[config.mk]
export PLATFORM = sky130hd
export DESIGN_NAME = pcm_serial_port
export DESIGN_NICKNAME = d
export VERILOG_FILES = /design/src/rtl/pcm_port_pkg.sv /design/src/rtl/pcm_pin_sync.sv /design/src/rtl/pcm_rx_deser.sv /design/src/rtl/pcm_tx_ser.sv /design/src/rtl/pcm_serial_port.sv
export SDC_FILE = /design/constraint.sdc
export NUM_CORES = 1
export LEC_CHECK = 0
export BUFFER_PORTS_ARGS = -buffer_cell sky130_fd_sc_hd__buf_2
export CAP_MARGIN = 20
export CORE_ASPECT_RATIO = 2
export CORE_MARGIN = 2
export CORE_UTILIZATION = 35
export CTS_CLUSTER_DIAMETER = 100
export DETAILED_ROUTE_END_ITERATION = 10
export HOLD_SLACK_MARGIN = 0.1
export PLACE_DENSITY = 0.58
export SYNTH_ARGS = -nofsm -noshare
export SYNTH_HDL_FRONTEND = slang
export SYNTH_SLANG_ARGS = --single-unit
[constraint.sdc]
create_clock -name clk -period 2.6 [get_ports clk]
set_input_delay 0.39 -clock clk [delete_from_list [all_inputs] [get_ports clk]]
set_output_delay 0.39 -clock clk [all_outputs]
set_load 0.02 [all_outputs]
[src/rtl/pcm_port_pkg.sv]
package pcm_port_pkg;

    typedef enum logic {
        FMT_SHORT = 1'b0,
        FMT_LONG  = 1'b1
    } pcm_fmt_e;

    typedef struct packed {
        logic bclk_q;
        logic bclk_qq;
        logic fs_q;
        logic fs_qq;
        logic rx_q;
        logic rx_qq;
        logic mute_q;
    } pcm_sync_t;

endpackage

[src/rtl/pcm_pin_sync.sv]
module pcm_pin_sync (
    input  logic clk,
    input  logic rst_n,
    input  logic bclk,
    input  logic fsync,
    input  logic rx_din,
    input  logic mute_n,
    output logic b_rise,
    output logic b_fall,
    output logic b_high,
    output logic fs_rise,
    output logic fs_smp,
    output logic rx_smp,
    output logic mute_ok
);
    import pcm_port_pkg::*;

    pcm_sync_t s_d, s_q;

    always_comb begin
        s_d         = s_q;
        s_d.bclk_q  = bclk;
        s_d.bclk_qq = s_q.bclk_q;
        s_d.fs_q    = fsync;
        s_d.fs_qq   = s_q.fs_q;
        s_d.rx_q    = rx_din;
        s_d.rx_qq   = s_q.rx_q;
        s_d.mute_q  = mute_n;
    end

    always_ff @(posedge clk or negedge rst_n) begin
        if (!rst_n) s_q <= '0;
        else        s_q <= s_d;
    end

    // fs and rx are taken from the stage aligned with the old bit-clock level,
    // so a falling edge sees the values held just before it.
    assign b_rise  = s_q.bclk_q & ~s_q.bclk_qq;
    assign b_fall  = ~s_q.bclk_q & s_q.bclk_qq;
    assign b_high  = s_q.bclk_q;
    assign fs_rise = s_q.fs_q & ~s_q.fs_qq;
    assign fs_smp  = s_q.fs_qq;
    assign rx_smp  = s_q.rx_qq;
    assign mute_ok = s_q.mute_q;

endmodule

[src/rtl/pcm_rx_deser.sv]
module pcm_rx_deser #(
    parameter int SAMPLE_W = 14,
    parameter int WORD_W   = 16
) (
    input  logic                     clk,
    input  logic                     rst_n,
    input  logic                     b_fall,
    input  logic                     fs_smp,
    input  logic                     rx_smp,
    input  logic                     mute_ok,
    output logic [SAMPLE_W-1:0]      rx_sample,
    output logic                     rx_valid,
    output pcm_port_pkg::pcm_fmt_e   fmt,
    output logic                     fmt_known
);
    import pcm_port_pkg::*;

    localparam int CW = $clog2(WORD_W + 1);
    localparam logic [CW-1:0] LAST_LONG  = CW'(SAMPLE_W - 1);
    localparam logic [CW-1:0] LAST_SHORT = CW'(SAMPLE_W);
    localparam logic [CW-1:0] CNT_MAX    = CW'(WORD_W);

    typedef struct packed {
        logic                prev_fs;
        logic                act;
        logic [CW-1:0]       cnt;
        logic [SAMPLE_W-1:0] sreg;
        pcm_fmt_e            fmt;
        logic                known;
        logic                valid;
        logic [SAMPLE_W-1:0] data;
    } rx_state_t;

    rx_state_t r_d, r_q;

    always_comb begin
        r_d       = r_q;
        r_d.valid = 1'b0;
        if (b_fall) begin
            r_d.prev_fs = fs_smp;
            r_d.sreg    = {r_q.sreg[SAMPLE_W-2:0], rx_smp};
            if (fs_smp && !r_q.prev_fs) begin
                r_d.act = 1'b1;
                r_d.cnt = '0;
            end else if (r_q.act) begin
                if (r_q.cnt != CNT_MAX) r_d.cnt = r_q.cnt + CW'(1);
                if (r_q.cnt == '0) begin
                    r_d.fmt   = fs_smp ? FMT_LONG : FMT_SHORT;
                    r_d.known = 1'b1;
                end
                if (r_d.cnt == ((r_d.fmt == FMT_LONG) ? LAST_LONG : LAST_SHORT)) begin
                    r_d.valid = 1'b1;
                    r_d.data  = mute_ok ? r_d.sreg : '0;
                end
            end
        end
    end

    always_ff @(posedge clk or negedge rst_n) begin
        if (!rst_n) r_q <= '0;
        else        r_q <= r_d;
    end

    assign rx_sample = r_q.data;
    assign rx_valid  = r_q.valid;
    assign fmt       = r_q.fmt;
    assign fmt_known = r_q.known;

endmodule

[src/rtl/pcm_tx_ser.sv]
module pcm_tx_ser #(
    parameter int SAMPLE_W = 14,
    parameter int WORD_W   = 16
) (
    input  logic                   clk,
    input  logic                   rst_n,
    input  logic                   b_rise,
    input  logic                   b_high,
    input  logic                   fs_rise,
    input  logic                   mute_ok,
    input  logic                   known,
    input  pcm_port_pkg::pcm_fmt_e fmt,
    input  logic [SAMPLE_W-1:0]    tx_sample,
    output logic                   tx_take,
    output logic                   tx_dout,
    output logic                   tx_oe
);
    import pcm_port_pkg::*;

    localparam int CW  = $clog2(WORD_W + 1);
    localparam int PAD = WORD_W - SAMPLE_W;

    typedef struct packed {
        logic [WORD_W-1:0] shreg;
        logic [1:0]        pend;
        logic              oe;
        logic [CW-1:0]     sent;
        logic              take;
    } tx_state_t;

    tx_state_t  t_d, t_q;
    logic [1:0] lead;

    always_comb begin
        t_d      = t_q;
        t_d.take = 1'b0;
        lead     = 2'(fmt == FMT_SHORT) + 2'(!b_high);
        if (fs_rise) begin
            t_d.shreg = {tx_sample, {PAD{1'b0}}};
            t_d.take  = 1'b1;
            t_d.oe    = 1'b0;
            t_d.pend  = '0;
            t_d.sent  = '0;
            if (known && mute_ok) begin
                if (lead == 2'd0) begin
                    t_d.oe   = 1'b1;
                    t_d.sent = CW'(1);
                end else begin
                    t_d.pend = lead;
                end
            end
        end else if (b_rise) begin
            if (t_q.pend != 2'd0) begin
                t_d.pend = t_q.pend - 2'd1;
                if (t_q.pend == 2'd1) begin
                    t_d.oe   = 1'b1;
                    t_d.sent = CW'(1);
                end
            end else if (t_q.oe) begin
                if (t_q.sent == CW'(WORD_W)) begin
                    t_d.oe = 1'b0;
                end else begin
                    t_d.shreg = {t_q.shreg[WORD_W-2:0], 1'b0};
                    t_d.sent  = t_q.sent + CW'(1);
                end
            end
        end
    end

    always_ff @(posedge clk or negedge rst_n) begin
        if (!rst_n) t_q <= '0;
        else        t_q <= t_d;
    end

    assign tx_take = t_q.take;
    assign tx_oe   = t_q.oe;
    assign tx_dout = t_q.oe & t_q.shreg[WORD_W-1];

endmodule

[src/rtl/pcm_serial_port.sv]
module pcm_serial_port #(
    parameter int SAMPLE_W = 14,
    parameter int WORD_W   = 16
) (
    input  logic                clk,
    input  logic                rst_n,
    input  logic                bclk,
    input  logic                fsync,
    input  logic                rx_din,
    input  logic                mute_n,
    input  logic [SAMPLE_W-1:0] tx_sample,
    output logic                tx_take,
    output logic                tx_dout,
    output logic                tx_oe,
    output logic [SAMPLE_W-1:0] rx_sample,
    output logic                rx_valid,
    output logic                fmt_long,
    output logic                fmt_known
);
    import pcm_port_pkg::*;

    logic     b_rise, b_fall, b_high, fs_rise, fs_smp, rx_smp, mute_ok;
    pcm_fmt_e fmt;

    pcm_pin_sync u_sync (
        .clk     (clk),
        .rst_n   (rst_n),
        .bclk    (bclk),
        .fsync   (fsync),
        .rx_din  (rx_din),
        .mute_n  (mute_n),
        .b_rise  (b_rise),
        .b_fall  (b_fall),
        .b_high  (b_high),
        .fs_rise (fs_rise),
        .fs_smp  (fs_smp),
        .rx_smp  (rx_smp),
        .mute_ok (mute_ok)
    );

    pcm_rx_deser #(.SAMPLE_W(SAMPLE_W), .WORD_W(WORD_W)) u_rx (
        .clk       (clk),
        .rst_n     (rst_n),
        .b_fall    (b_fall),
        .fs_smp    (fs_smp),
        .rx_smp    (rx_smp),
        .mute_ok   (mute_ok),
        .rx_sample (rx_sample),
        .rx_valid  (rx_valid),
        .fmt       (fmt),
        .fmt_known (fmt_known)
    );

    pcm_tx_ser #(.SAMPLE_W(SAMPLE_W), .WORD_W(WORD_W)) u_tx (
        .clk       (clk),
        .rst_n     (rst_n),
        .b_rise    (b_rise),
        .b_high    (b_high),
        .fs_rise   (fs_rise),
        .mute_ok   (mute_ok),
        .known     (fmt_known),
        .fmt       (fmt),
        .tx_sample (tx_sample),
        .tx_take   (tx_take),
        .tx_dout   (tx_dout),
        .tx_oe     (tx_oe)
    );

    assign fmt_long = (fmt == FMT_LONG);

endmodule

==> reports/qor.yml <==
status: "finished, final reports clean"
clock-sinks: 67
fin_ws_ns: 0.422
p_sw_uw: 952
finalHoldViolations: 0
synthToLayoutAreaGrowth_pct: 15.5
slowest_delay_ns: 0.51
final_common_cell: "dfrtp_1"
grt_pass1_wl_um: 9760
rsz0062_at_grt: "false"
ff2ff_path_depth: 7
pwr-share-seq_pct: 44.6
startpoint_type: "register"
htreeDepth: 3
die_x_um: 71.1
combPwrFrac_pct: 21.4
root_buffer: "clkbuf_16"
coreArea_mm2: 0.00889
first_iter_violations: 98
crit_slowest_cell: "o21ai_4"
via_per_inst: 4.83
holdBufCountCts: 0
place_congestion: 0.749
dr.pass1.iters: 3
grt-ovfl-total: 0
synth_edf_count: 0
cts_buffers: 9
worstSetupPathType: "register to register"
placementRows: 49
worstPathRequired_ns: 2.85
dp_hpwl_um: 3930
design_area_mm2: 0.00363
io_pins: 40
synth_seq_cells: 67
max_freq_ghz: 0.459
hp-class: "input pin to async pin"
slew_headroom_pct: 57.5
synth_nets: 312
drc_errors: 0
sw_frac_of_total_pct: 29.2
yosys_warnings: 0
ys_seq_area_share_pct: 53.3
worst_path_most_repeated_cell: "mux2i_1"
worstPathCellList: "inv_1 > ha_1 > nor4b_4 > mux2i_1 > nor3_1 > o21ai_4 > mux2i_1"
globalRouteTotalUtil_pct: 12.7
cp_data_arrival_time_ns: 2.43
end_kind: "register"
ys.flop_type: "dfrtp_1"
die_area_mm2: 0.00981
start_util_pct: 35.4
rrSetupSlack_ns: 0.42
report.final.slew_viol_count: 0
tritoncts: "built"
io_buffers: 39
die_y_um: 138
nNetsFinal: 343
drt-total-wl_um: 5460
vias: 2040
synth.cell_area_mm2: 0.00315
synthArstFlopShare_pct: 100
grt_max_degree: 42
finClkSkew_ns: 0.00494
synth_cell_types: 37
p_leak_uw: 0.00178
insertion_delay_ns: 0.33
dpl_cell_area_mm2: 0.00336
clockPowerShare_pct: 34.0
routedWlPerCell_um: 12.9
place_ws_ns: 0.389
worst_pin_slew_ns: 0.637
reg2reg_to: "u_rx.rx_sample[0]"
drive_gt1_share_pct: 25.9
ant_nets: 0
post-cts-setup-buffers: 0
crit_family: "multiplexers"
setup_viol: 0
cts_resized: 0
first_global_vias: 2231
n_antenna_cell: 0
crit_fanout: 15
critPathBufInv: 1
power.total_uw: 3270
fin_tns_setup_ns: 0
ir_worst_vdd_mv: 0.566
p_int_uw: 2310
clk_pin_slew_ns: 0.05
final_cell_mix: "67 x dfrtp_1, 39 x buf_2, 28 x mux2i_1"
fin_crit_sh_pct: 83.8
cts_buffer_depth: 2
synthCells: 284
cap_viol_max_count: 0
syn_area_per_cell_um2: 11.1
period_minus_slack_ns: 2.18
antenna_found_initial: 0
timing.rr.start: "u_rx.r_q[31]"
power_density_mw_per_mm2: 899
-- per-layer routing --
| metal | up-vias | part of all wire, % | wire length [um] | global-route usage, % |
|---|---|---|---|---|
| met2 | 40 | 55 | 3010 | 22.8 |
| met1 | 986 | 38 | 2050 | 12.8 |
| met4 | 0 | 3.2 | 173 | 7.85 |
| met5 | - | 0 | 0 | 0 |
| li1 | 998 | - | - | - |
| met3 | 16 | 4.1 | 223 | 3.06 |
-- final cells by class --
class | instances | area, um2
clock buffers | 14 | 264
clock inverters | 2 | 10.0
fillers | 865 | 5260
inverters | 27 | 101
multi-input cells | 166 | 1210
flip-flops and latches | 67 | 1680
well taps | 102 | 128
repair buffers | 44 | 245
-- kinds of logic (layout without fill, tap and decap cells) --
logic type / after synthesis / in the layout / synth area share, %
buffers and inverters: 51 / 87 / 8.39
AND/OR/NAND/NOR: 72 / 72 / 11.6
adder cells (fa/ha/maj): 8 / 8 / 3.18
AO/OA/AOI/OAI: 34 / 34 / 6.60
flip-flops: 67 / 67 / 53.3
XOR/XNOR: 7 / 7 / 1.95
multiplexers: 45 / 45 / 15.0
-- cell usage after synthesis, types with 2 or more instances --
| master | n | area (um2) |
|---|---|---|
| xor2_1 | 5 | 43.8 |
| nor2b_1 | 3 | 18.8 |
| mux2i_1 | 28 | 280 |
| nand2b_1 | 3 | 18.8 |
| and3_1 | 3 | 18.8 |
| nor2_1 | 22 | 82.6 |
| buf_4 | 14 | 105 |
| clkbuf_1 | 4 | 15.0 |
| nand4_1 | 3 | 18.8 |
| buf_1 | 2 | 7.51 |
| a22o_1 | 2 | 17.5 |
| o21ai_0 | 11 | 55.1 |
| a21oi_1 | 14 | 70.1 |
| ha_1 | 8 | 100 |
| dfrtp_1 | 67 | 1680 |
| mux2_2 | 17 | 191 |
| xnor2_1 | 2 | 17.5 |
| inv_1 | 25 | 93.8 |
| nand3_1 | 8 | 40.0 |
| buf_2 | 3 | 15.0 |
| inv_2 | 2 | 7.51 |
| nand2_1 | 23 | 86.3 |
-- registers in the layout, summed over array words and instances, names as in the netlist --
| signal | count |
|---|---|
| u_tx.t_q | 21 |
| u_rx.r_q | 20 |
| u_rx.rx_sample | 14 |
| u_sync.s_d | 2 |
| u_rx.fmt | 1 |
| u_rx.fmt_known | 1 |
| u_rx.rx_valid | 1 |
| u_sync.b_high | 1 |
| u_sync.fs_smp | 1 |
| u_sync.mute_ok | 1 |
| u_sync.rx_smp | 1 |
| u_sync.s_q | 1 |
| u_tx.tx_oe | 1 |
| u_tx.tx_take | 1 |
-- worst register-to-register path, stage by stage (launching register included) --
cell     delay [ns]
dfrtp_1        0.43
inv_1          0.09
ha_1           0.17
nor4b_4        0.23
mux2i_1        0.29
nor3_1         0.11
o21ai_4        0.51
mux2i_1        0.27
-- how the worst max path moves through the flow --
stage,start,endpoint,slack (ns),cells after the start
CTS,u_rx.r_q[31],u_rx.rx_sample[0],0.37,7
detailed placement,u_rx.r_q[31],u_rx.rx_sample[0],0.39,7
global route,u_rx.r_q[31],u_rx.rx_sample[11],0.21,7
floorplan,u_rx.r_q[31],u_rx.rx_sample[10],0.76,8
global placement,u_rx.r_q[31],u_rx.rx_sample[0],0.53,7
finish,u_rx.r_q[31],u_rx.rx_sample[0],0.42,7
-- metrics by stage --
| step | utilization, % | hold slack, ns | std cells |
|---|---|---|---|
| 2_1_floorplan | - | 0.0944 | 284 |
| 3_3_place_gp | 37.8 | 0.347 | 406 |
| 3_5_place_dp | 37.8 | 0.340 | 406 |
| 4_1_cts | 40.9 | 0.110 | 422 |
| 5_1_grt | 40.9 | 0.147 | 422 |
| 6_report | 40.9 | 0.0838 | 422 |
-- power by group through the flow --
stage / clock (uW) / combinational (uW) / sequential (uW)
after floorplan: 0 / 529 / 1450
after global placement: 0 / 689 / 1470
after detailed placement: 0 / 712 / 1480
after CTS: 1150 / 715 / 1460
after global routing: 1190 / 809 / 1490
final: 1110 / 700 / 1460
No activity file was read; power rests on OpenSTA's default activity.
